`src/rtl/bf16wfma_pkg.sv`:
```
package bf16wfma_pkg;
  localparam int FLAG_W = 5;
  localparam int F_IO = 0;  // invalid operation
  localparam int F_OF = 1;  // overflow
  localparam int F_UF = 2;  // underflow (flushed)
  localparam int F_IX = 3;  // inexact
  localparam int F_ID = 4;  // input denormal
  localparam logic [31:0] QNAN_DEF = 32'h7FC0_0000;

  function automatic logic sp_is_nan(input logic [31:0] x);
    return (x[30:23] == 8'hFF) && (x[22:0] != 23'd0);
  endfunction

  function automatic logic sp_is_inf(input logic [31:0] x);
    return (x[30:23] == 8'hFF) && (x[22:0] == 23'd0);
  endfunction

  function automatic logic sp_is_sub(input logic [31:0] x);
    return (x[30:23] == 8'h00) && (x[22:0] != 23'd0);
  endfunction
endpackage

```
`src/rtl/bf16w_pick.sv`:
```
module bf16w_pick #(
  parameter int LANES = 4,
  parameter int EW    = 16
) (
  input  logic [2*LANES*EW-1:0]     src_a,
  input  logic [LANES*EW-1:0]       src_b,
  input  logic                      sel_odd,
  input  logic [$clog2(LANES)-1:0]  scalar_idx,
  output logic [LANES*32-1:0]       a_wide,
  output logic [31:0]               b_wide
);
  localparam int PADW = 32 - EW;

  // even or odd half-width lane feeds each 32-bit lane
  for (genvar e = 0; e < LANES; e++) begin : g_lane
    logic [EW-1:0] elem;
    assign elem = sel_odd ? src_a[(2*e+1)*EW +: EW] : src_a[(2*e)*EW +: EW];
    assign a_wide[e*32 +: 32] = {elem, {PADW{1'b0}}};
  end

  // broadcast scalar, widened by zero fill
  assign b_wide = {src_b[scalar_idx*EW +: EW], {PADW{1'b0}}};
endmodule

```
`src/rtl/bf16w_fma_core.sv`:
```
module bf16w_fma_core
  import bf16wfma_pkg::*;
(
  input  logic [31:0]       op_a,
  input  logic [31:0]       op_b,
  input  logic [31:0]       op_c,
  output logic [31:0]       res,
  output logic [FLAG_W-1:0] flg
);
  localparam int SW   = 52;  // working width: 3 integer bits + 49 fraction bits
  localparam int FRAC = 49;

  // Right shift keeping lost bits as a sticky LSB
  function automatic logic [SW-1:0] shr_st(input logic [SW-1:0] v, input int sh);
    logic [SW-1:0] r;
    if (sh >= SW) begin
      r = '0;
      r[0] = |v;
    end else begin
      r = v >> sh;
      r[0] = r[0] | (|(v & ~({SW{1'b1}} << sh)));
    end
    return r;
  endfunction

  logic          a_z, b_z, c_z, a_i, b_i, c_i, pz, sp, sc, s;
  logic [15:0]   pm;
  logic [SW-1:0] psig, csig, xp, xc, sum, nrm;
  logic [23:0]   mant;
  logic [24:0]   m2;
  logic          g, st, rnd;
  int            pe, ce, lexp, p, ex, ex2;

  always_comb begin
    res  = '0;
    flg  = '0;
    a_z  = (op_a[30:23] == 8'h00);
    b_z  = (op_b[30:23] == 8'h00);
    c_z  = (op_c[30:23] == 8'h00);
    a_i  = sp_is_inf(op_a);
    b_i  = sp_is_inf(op_b);
    c_i  = sp_is_inf(op_c);
    sp   = op_a[31] ^ op_b[31];
    sc   = op_c[31];
    pz   = a_z | b_z;
    pm   = 16'({1'b1, op_a[22:16]}) * 16'({1'b1, op_b[22:16]});
    pe   = int'(op_a[30:23]) + int'(op_b[30:23]) - 127;
    ce   = int'(op_c[30:23]);
    psig = pz  ? '0 : {1'b0, pm, 35'd0};
    csig = c_z ? '0 : {2'b00, 1'b1, op_c[22:0], 26'd0};
    xp = '0; xc = '0; sum = '0; nrm = '0; mant = '0; m2 = '0;
    g = 1'b0; st = 1'b0; rnd = 1'b0; s = 1'b0;
    lexp = 0; p = 0; ex = 0; ex2 = 0;
    flg[F_ID] = sp_is_sub(op_a) | sp_is_sub(op_b) | sp_is_sub(op_c);

    if (sp_is_nan(op_a) | sp_is_nan(op_b) | sp_is_nan(op_c)) begin
      res = QNAN_DEF;
      flg[F_IO] = (sp_is_nan(op_a) & ~op_a[22]) | (sp_is_nan(op_b) & ~op_b[22]) |
                  (sp_is_nan(op_c) & ~op_c[22]);
    end else if ((a_i & b_z) | (a_z & b_i)) begin
      res = QNAN_DEF;
      flg[F_IO] = 1'b1;
    end else if ((a_i | b_i) & c_i & (sp != sc)) begin
      res = QNAN_DEF;
      flg[F_IO] = 1'b1;
    end else if (a_i | b_i) begin
      res = {sp, 8'hFF, 23'd0};
    end else if (c_i) begin
      res = {sc, 8'hFF, 23'd0};
    end else begin
      // alignment to the larger exponent
      if (pz) begin
        lexp = ce; xc = csig; xp = '0;
      end else if (c_z) begin
        lexp = pe; xp = psig; xc = '0;
      end else if (pe >= ce) begin
        lexp = pe; xp = psig; xc = shr_st(csig, pe - ce);
      end else begin
        lexp = ce; xc = csig; xp = shr_st(psig, ce - pe);
      end
      if (sp == sc) begin
        sum = xp + xc; s = sp;
      end else if (xp >= xc) begin
        sum = xp - xc; s = sp;
      end else begin
        sum = xc - xp; s = sc;
      end
      if (sum == '0) begin
        res = {sp & sc, 31'd0};
      end else begin
        for (int k = 0; k < SW; k++) if (sum[k]) p = k;
        ex = lexp + p - FRAC;
        if (ex < 1) begin  // flush
          res = {s, 31'd0};
          flg[F_UF] = 1'b1;
        end else begin
          nrm  = sum << (SW - 1 - p);
          mant = nrm[SW-1 -: 24];
          g    = nrm[SW-25];
          st   = |nrm[SW-26:0];
          rnd  = g & (st | mant[0]);  // ties to even
          m2   = {1'b0, mant} + {24'd0, rnd};
          ex2  = ex + int'(m2[24]);
          if (ex2 >= 255) begin
            res = {s, 8'hFF, 23'd0};
            flg[F_OF] = 1'b1;
            flg[F_IX] = 1'b1;
          end else begin
            res = {s, 8'(ex2), m2[24] ? 23'd0 : m2[22:0]};
            flg[F_IX] = g | st;
          end
        end
      end
    end
  end
endmodule

```
`src/rtl/bf16_wfma.sv`:
```
module bf16_wfma
  import bf16wfma_pkg::*;
#(
  parameter int LANES = 4,
  parameter int EW    = 16,
  parameter int RW    = 5
) (
  input  logic                      clk,
  input  logic                      rst_n,
  input  logic                      start,
  input  logic                      sel_odd,
  input  logic [$clog2(LANES)-1:0]  scalar_idx,
  input  logic [RW-1:0]             dst_reg,
  input  logic [RW-1:0]             src1_reg,
  input  logic [2*LANES*EW-1:0]     src_a,
  input  logic [LANES*EW-1:0]       src_b,
  input  logic [LANES*32-1:0]       acc,
  input  logic                      clr_flags,
  output logic                      busy,
  output logic                      done,
  output logic                      undef,
  output logic [LANES*32-1:0]       result,
  output logic [FLAG_W-1:0]         flags
);
  localparam int LW = (LANES > 1) ? $clog2(LANES) : 1;
  localparam int VW = LANES * 32;

  logic [VW-1:0]     pick_a, aw_q, c_q, res_q;
  logic [31:0]       pick_b, bw_q, core_res;
  logic [FLAG_W-1:0] core_flg, flags_q;
  logic [LW-1:0]     lane_q;
  logic              busy_q, done_q, undef_q;

  // named events
  logic bad_regs, op_accept, op_reject, lane_fire, last_lane;
  assign bad_regs  = dst_reg[0] | src1_reg[0];
  assign op_accept = start & ~busy_q & ~bad_regs;
  assign op_reject = start & ~busy_q & bad_regs;
  assign lane_fire = busy_q;
  assign last_lane = busy_q && (lane_q == LW'(LANES - 1));

  bf16w_pick #(.LANES(LANES), .EW(EW)) pick_i (
    .src_a(src_a), .src_b(src_b), .sel_odd(sel_odd), .scalar_idx(scalar_idx),
    .a_wide(pick_a), .b_wide(pick_b)
  );

  bf16w_fma_core core_i (
    .op_a(aw_q[lane_q*32 +: 32]), .op_b(bw_q), .op_c(c_q[lane_q*32 +: 32]),
    .res(core_res), .flg(core_flg)
  );

  always_ff @(posedge clk or negedge rst_n) begin
    if (!rst_n) begin
      aw_q <= '0; bw_q <= '0; c_q <= '0; res_q <= '0; flags_q <= '0;
      lane_q <= '0; busy_q <= 1'b0; done_q <= 1'b0; undef_q <= 1'b0;
    end else begin
      done_q  <= 1'b0;
      undef_q <= 1'b0;
      flags_q <= (clr_flags ? '0 : flags_q) | (lane_fire ? core_flg : '0);
      if (lane_fire) begin
        res_q[lane_q*32 +: 32] <= core_res;
        lane_q <= lane_q + 1'b1;
        if (last_lane) begin
          busy_q <= 1'b0;
          done_q <= 1'b1;
        end
      end else if (op_accept) begin
        busy_q <= 1'b1;
        lane_q <= '0;
        aw_q   <= pick_a;
        bw_q   <= pick_b;
        c_q    <= acc;
      end else if (op_reject) begin
        undef_q <= 1'b1;
      end
    end
  end

  assign busy   = busy_q;
  assign done   = done_q;
  assign undef  = undef_q;
  assign result = res_q;
  assign flags  = flags_q;

  p_done_after_last_r9: assert property (@(posedge clk) disable iff (!rst_n)
    last_lane |=> done_q);
  p_done_pulse_r9: assert property (@(posedge clk) disable iff (!rst_n)
    done_q |=> !done_q);
  p_result_hold_r9: assert property (@(posedge clk) disable iff (!rst_n)
    !busy_q |=> $stable(res_q));
  p_lane_advance_r10: assert property (@(posedge clk) disable iff (!rst_n)
    (busy_q && !last_lane) |=> (busy_q && lane_q == $past(lane_q) + 1'b1));
  p_refuse_quiet_r11: assert property (@(posedge clk) disable iff (!rst_n)
    op_reject |=> (undef_q && !busy_q && !done_q));
  p_flags_sticky_r8: assert property (@(posedge clk) disable iff (!rst_n)
    !clr_flags |=> ((flags_q & $past(flags_q)) == $past(flags_q)));
  p_default_nan_r4: assert property (@(posedge clk) disable iff (!rst_n)
    (busy_q && sp_is_nan(core_res)) |-> (core_res == QNAN_DEF));
  p_ovf_pair_r5: assert property (@(posedge clk) disable iff (!rst_n)
    (busy_q && core_flg[F_OF]) |-> (core_flg[F_IX] && core_res[30:0] == 31'h7F80_0000));
endmodule

```
`config.mk`:
```
export PLATFORM = sky130hd
export DESIGN_NAME = bf16_wfma
export DESIGN_NICKNAME = d
export VERILOG_FILES = /design/src/rtl/bf16wfma_pkg.sv /design/src/rtl/bf16w_pick.sv /design/src/rtl/bf16w_fma_core.sv /design/src/rtl/bf16_wfma.sv
export SDC_FILE = /design/constraint.sdc
export NUM_CORES = 2
export LEC_CHECK = 0
export ABC_AREA = 1
export BUFFER_PORTS_ARGS = -buffer_cell sky130_fd_sc_hd__buf_4
export CORE_UTILIZATION = 60
export DETAILED_ROUTE_END_ITERATION = 8
export PLACE_DENSITY_LB_ADDON = 0.08
export SYNTH_ARGS = -nofsm -noshare
export SYNTH_HDL_FRONTEND = slang
export SYNTH_SLANG_ARGS = --single-unit
```
`constraint.sdc`:
```
create_clock -name clk -period 23.8 [get_ports clk]
set_input_delay 2.38 -clock clk [delete_from_list [all_inputs] [get_ports clk]]
set_output_delay 2.38 -clock clk [all_outputs]
set_load 0.005 [all_outputs]
```
# ---- Word-level counts from Yosys, hierarchy flattened
# Index checks and enable logic that the tools add are counted.
dict set report classes {
  addsub 14
  mul 1
  magnitude_cmp 6
  eq_ne 6
  shifts 10
  muxes 134
  n_bitwise 37
  reduce_logical 27
}
# operator n
set op_table {}
lappend op_table {{$mux W52} 25}
lappend op_table {{$mux W32} 20}
lappend op_table {{$shiftx A128 B8 Y32} 2}
lappend op_table {{$reduce_or A52 Y1} 4}
lappend op_table {{$bwmux W128} 1}
lappend op_table {{$shift A32 B34 Y128 const A} 1}
lappend op_table {{$shiftx A32 B34 Y128} 1}
lappend op_table {{$mux W6} 20}
lappend op_table {{$and A52 B52 Y52} 2}
lappend op_table {{$not A52 Y52} 2}
lappend op_table {{$shl A52 B32 Y52 const A} 2}
lappend op_table {{$shr A52 B32 Y52} 2}
lappend op_table {{$sub A52 B52 Y52} 2}
lappend op_table {{$mux W5} 18}
lappend op_table {{$logic_not A23 Y1} 3}
lappend op_table {{$reduce_bool A23 Y1} 3}
lappend op_table {{$ge A32 B7 Y1 const B} 2}
lappend op_table {{$mux W16} 4}
lappend op_table {{$shiftx A64 B7 Y16} 1}
lappend op_table {{$mux W31} 2}
lappend op_table {{$add A52 B52 Y52} 1}
lappend op_table {{$ge A52 B52 Y1} 1}
lappend op_table {{$logic_not A52 Y1} 1}
lappend op_table {{$shl A52 B32 Y52} 1}
lappend op_table {{36 further kinds} 114}
dict set report totals {
  register_bits 346
  input_bits 337
  output_inout_bits 136
}

# ---- Longest topological paths before layout
dict set report depth {
  ltp_word 101
  ltp_mapped 157
  ltp_nobuf 152
}

# ---- Modules after synthesis
# A second synthesis with hierarchy kept.
dict set report unflattened {
  cells_unflattened 7508
  area_unflattened_um2 45509.9
}
# module instances cells_per_inst area_each_um2 seq_area_each_um2
set by_module_without_submodules {}
lappend by_module_without_submodules {bf16w_fma_core 1 4614 23792.8 0.0}
lappend by_module_without_submodules {bf16_wfma 1 2419 19411.1 10660.2}
lappend by_module_without_submodules {bf16w_pick 1 475 2306.0 0.0}

# ---- Least setup slack after synthesis
# Ideal clock, no wire load.
dict set report synth_timing {
  path_type {flip-flop to flip-flop}
  startpoint {register lane_q[0]}
  endpoint {register res_q[38], in the netlist result[38]}
  t_arrival_ns 17.258
  path_slack_ns 6.476
  path_stages_with_launch 127
  n_path_buf 9
  cell_sequence {dfrtp_1 > buf_4 > buf_2 > clkbuf_1 > buf_1 > nand2_1 > a32oi_1 > inv_1 > nor2_1 > fa_1 > inv_1 > fa_1 > inv_1 > ha_1 > inv_1 > fa_1 > inv_1 > ha_1 > [91 not listed] > nand2_1 > nor2_1 > nand4_1 > xor2_1 > nor3_1 > o311ai_0 > a21oi_1 > o21ai_0 > a311oi_1 > nor2_1 > nor4_1 > nand2_2 > buf_6 > nor2_1 > nand2_1 > nor2_1 > nand2_1 > nand2_1}
}
dict set report synth_via {
  elab_chain_cells 101
  elab_cells_between_ends 172
  classes_between {add/sub (13); mul (1); order compare (6); eq/ne (4); shift (9); mux (104); bitwise (19); reduce/logical (16)}
}
# element line_no
set synth_lines {}
lappend synth_lines {{start, declared} bf16_wfma.sv:31} ;# logic [LW-1:0] lane_q;
lappend synth_lines {{start signal, assigned} bf16_wfma.sv:62} ;# lane_q <= lane_q + 1'b1;
lappend synth_lines {{$shiftx A128 B8 Y32} bf16_wfma.sv:48} ;# .op_a(aw_q[lane_q*32 +: 32]), .op_b(bw_q), .op_c(c_q[lane_q*32 +: 32]),
lappend synth_lines {{$add A8 B8 Y9} bf16w_fma_core.sv:47} ;# pe = int'(op_a[30:23]) + int'(op_b[30:23]) - 127;
lappend synth_lines {{$sub A32 B8 Y32} bf16w_fma_core.sv:47}
lappend synth_lines {{$sub A32 B9 Y32 or $sub A9 B32 Y32 (tied branches)} {bf16w_fma_core.sv:77, bf16w_fma_core.sv:79}}
lappend synth_lines {{$shl A52 B32 Y52} bf16w_fma_core.sv:21} ;# r[0] = r[0] | (|(v & ~({SW{1'b1}} << sh)));
lappend synth_lines {{$not A52 Y52} bf16w_fma_core.sv:21}
lappend synth_lines {{$and A52 B52 Y52} bf16w_fma_core.sv:21}
lappend synth_lines {{$reduce_or A52 Y1} bf16w_fma_core.sv:21}
lappend synth_lines {{[85 not listed]} --}
lappend synth_lines {{$mux W32} bf16w_fma_core.sv:88} ;# if (sum == '0) begin
lappend synth_lines {{$mux W32} bf16w_fma_core.sv:68} ;# end else if (c_i) begin
lappend synth_lines {{$mux W32} bf16w_fma_core.sv:66} ;# end else if (a_i | b_i) begin
lappend synth_lines {{$mux W32} bf16w_fma_core.sv:63} ;# end else if ((a_i | b_i) & c_i & (sp != sc)) begin
lappend synth_lines {{$mux W32} bf16w_fma_core.sv:60} ;# end else if ((a_i & b_z) | (a_z & b_i)) begin
lappend synth_lines {{$mux W32} bf16w_fma_core.sv:56} ;# if (sp_is_nan(op_a) | sp_is_nan(op_b) | sp_is_nan(op_c)) begin
lappend synth_lines {{$shiftx A32 B34 Y128} bf16_wfma.sv:61} ;# res_q[lane_q*32 +: 32] <= core_res;
lappend synth_lines {{$bwmux W128 (*)} bf16_wfma.sv:61}
lappend synth_lines {{end signal, assigned by index} bf16_wfma.sv:61}
lappend synth_lines {{end, declared} bf16_wfma.sv:28} ;# logic [VW-1:0] pick_a, aw_q, c_q, res_q;
# Mark *: on every way between the ends. The rest lies on a longest branch, timed or not. The select of a mux whose other input is x is not followed.
# A chain may end at the register's enable or synchronous reset.

# ---- Worst setup path in the final report
dict set report layout_timing {
  startpoint {register lane_q[1]}
  endpoint {register res_q[34], in the netlist result[34]}
}
# Same word-level chain as after synthesis.

==> results.yml <==
synthesis:
  yosys_warnings: 0
  synth_common_cells: "nand2_1, inv_1, nor2_1"
  yosys.area.top_type: "dfrtp_1"
  syn-num-nets: 7275
  syn_area_per_cell_um2: 6.01
  ys.flop_type: "dfrtp_1"
  yosysMostFrequentCell: "nand2_1"
  synth_edf_count: 0
  synth_top_area_share: 0.217
  syn_inst: 6639
  ys_ff_latch: 346
  yosysSeqAreaShare: 0.217
  async_reset_ff_frac: 1.00
  synthDistinctLibCells: 67
  synth_area_leaders: "dfrtp_1, nand2_1, inv_1"
  syn_area_um2: 39900
routing:
  m1WireLength_mm: 60.7
  highest_layer: "met4"
  met2_length_mm: 68.7
  vias: 47608
  postRouteAntennaNets: 0
  drt-total-wl_mm: 159
  drt_iter0_markers: 6165
  routed_via_density: 6.13
  dr.pass1.iters: 9
  drc: 20
  routedWlPerCell_um: 20.5
  dr_wl_met3_mm: 17.6
global_routing:
  grt_pass1_wl_mm: 243
  antenna_found_initial: 2
  grt.overflow.total: 0
  grt_use_total: 0.459
  grt_pass1_vias: 44086
  grt_max_degree: 155
outcome:
  status: "finished with violations"
  violations: "DRC"
setup_path:
  slowest_stage: "a32oi_1"
  r2r-start: "lane_q[1]"
  crit_top_cell: "nor2_1"
  cp.required_ns: 24.30
  crit_type: "reg -> reg"
  cp-startpoint: "lane_q[1]"
  path_max_fanout: 56
  start_kind: "flip-flop"
  endpoint_kind: "flip-flop"
  timing.rr.end: "result[34]"
  crit_arrival_ns: 22.31
  ff2ff_setup_slack_ns: 1.99
  r2r_cells: 126
  max_stage_delay_ns: 0.56
timing:
  setup_viol: 0
  min_period_ns: 21.81
  maxSlewViolCount: 0
  post-route-period-util: 0.917
  relSlewSlack: 0.0902
  fin_setup_tns_ns: 0
  worstMarginPinSlew_ns: 1.36
  hold_viol_final: 0
  fmax_mhz: 45.8
  clock_skew_ns: 0.0226
  rsz0062_at_grt: "no"
cts:
  path_clk_slew_ns: 0.07
  cts_tree: "done"
  clockBufferDepth: 3
  root_buffer: "clkbuf_16"
  numCtsBuffers: 36
  h-tree-depth: 2
  worst_skew_pair.late_latency_ns: 0.57
  cts.sinks: 346
  cts_hold_buf: 0
min_path:
  hold_path_depth: 2
  holdPathEnd: "c_q[51]"
  min_path_type: "reg -> reg"
  hold_start: "c_q[51]"
floorplanning:
  die_y_um: 260
  io_pins: 473
  start_util: 0.607
  core.rowCount: 94
  core_um2: 65700
  die_x_um: 260
  die_area_um2: 67600
finish:
  nNetsFinal: 7509
  drive_gt1_frac: 0.0980
  fin_cells: 7764
  syn2layout_area_growth_pct: 12.7
  multi_input_area_um2: 26600
  n_fill_cell: 5877
  ff_latch_area_um2: 8660
place:
  dp_hpwl_mm: 122
  dp_cells: 7697
  globalplace.congestion: 1.06
  portBuffers: 464
run:
  max_cap_viol_count: 0
[worst max-delay path by stage]
stage / to / slack [ns] / cells past startpoint
3_5_place_dp: result[38] / 1.94 / 124
2_1_floorplan: result[38] / 6.48 / 126
5_1_grt: result[46] / 0.04 / 123
6_report: result[34] / 1.99 / 126
4_1_cts: result[34] / 1.74 / 124
3_3_place_gp: result[38] / 2.55 / 126
[layout make-up]
cell class / instances / area share
sequential: 346 / 0.193
tap: 864 / 0.0240
multi-input combinational: 5058 / 0.591
clock inverter: 15 / 0.00604
antenna: 3 / 0.000167
inverter: 912 / 0.0764
timing repair buffer: 519 / 0.0878
clock buffer: 47 / 0.0223
[critical path: cells and delay by family (launching register included)]
family                   cells  cell delay, ns
AND/OR/NAND/NOR             56            7.42
AO/OA/AOI/OAI               32            6.76
buffers and inverters       26            3.47
adder cells (fa/ha/maj)     11            3.24
XOR/XNOR                     1            0.39
flip-flops                   1            0.34
[sequential cells by signal (all words and copies together) (netlist names)]
signal and cells:
flags 5, c_q 128, busy 1, lane_q 2
aw_q 64, undef 1, result 128, bw_q 16
done 1
[repair_timing]
item	in CTS	in global routing
buffers inserted	0	2
setup endpoints to repair	0	118
gates resized for setup	0	10
[per-layer routing]
metal	GRT usage	vias up
met4	0.290	0
met5	0	-
met2	0.705	2979
met3	0.0921	629
met1	0.588	21923
li1	-	22077
[layout by cell type (no fill, tap or decap), types with 9 or more instances in the layout]
cell / instances
xor2_1: 94
a22oi_1: 10
a211oi_1: 12
nand2_1: 1838
a32oi_1: 16
o21ai_1: 40
fa_1: 43
a32o_1: 12
o211ai_1: 42
ha_1: 255
clkbuf_16: 36
o21a_1: 27
xnor2_1: 10
a21o_1: 16
o22ai_1: 91
mux2i_1: 16
a221oi_1: 9
o21ai_0: 568
nand2_2: 10
nor3_1: 55
o21bai_1: 16
buf_4: 514
inv_1: 878
a22o_1: 20
or2_2: 16
a31oi_1: 32
nor2_1: 659
dfrtp_1: 344
nand3_1: 535
inv_2: 25
nand4_1: 76
and2_1: 10
o221ai_1: 11
nor4_1: 28
nor2_2: 16
o31ai_1: 11
a21oi_1: 376
[logic make-up after synthesis]
| logic type | count (synthesis) | synth area share |
|---|---|---|
| simple gates | 3274 | 0.340 |
| xor+xnor | 108 | 0.0237 |
| flops | 346 | 0.217 |
| buf+inv | 1235 | 0.119 |
| mux | 16 | 0.00401 |
| compound gates | 1361 | 0.195 |
| fa+ha+maj | 299 | 0.102 |
[per-stage QoR]
| stage | worst slack (ns) | hold slack [ns] | util | area, um2 |
|---|---|---|---|---|
| finish | 1.99 | 0.478 | 0.684 | 45000 |
| detailed placement | 1.94 | 0.459 | 0.664 | 43600 |
| CTS | 1.74 | 0.477 | 0.683 | 44900 |
| floorplan | 6.48 | 0.441 | - | 39900 |
| global route | 0.0445 | 0.494 | 0.684 | 45000 |
| global placement | 2.55 | 0.455 | 0.664 | 43600 |
Power is not shown: default switching activity piles up to over one toggle a cycle in this logic, so the estimate is an artifact.
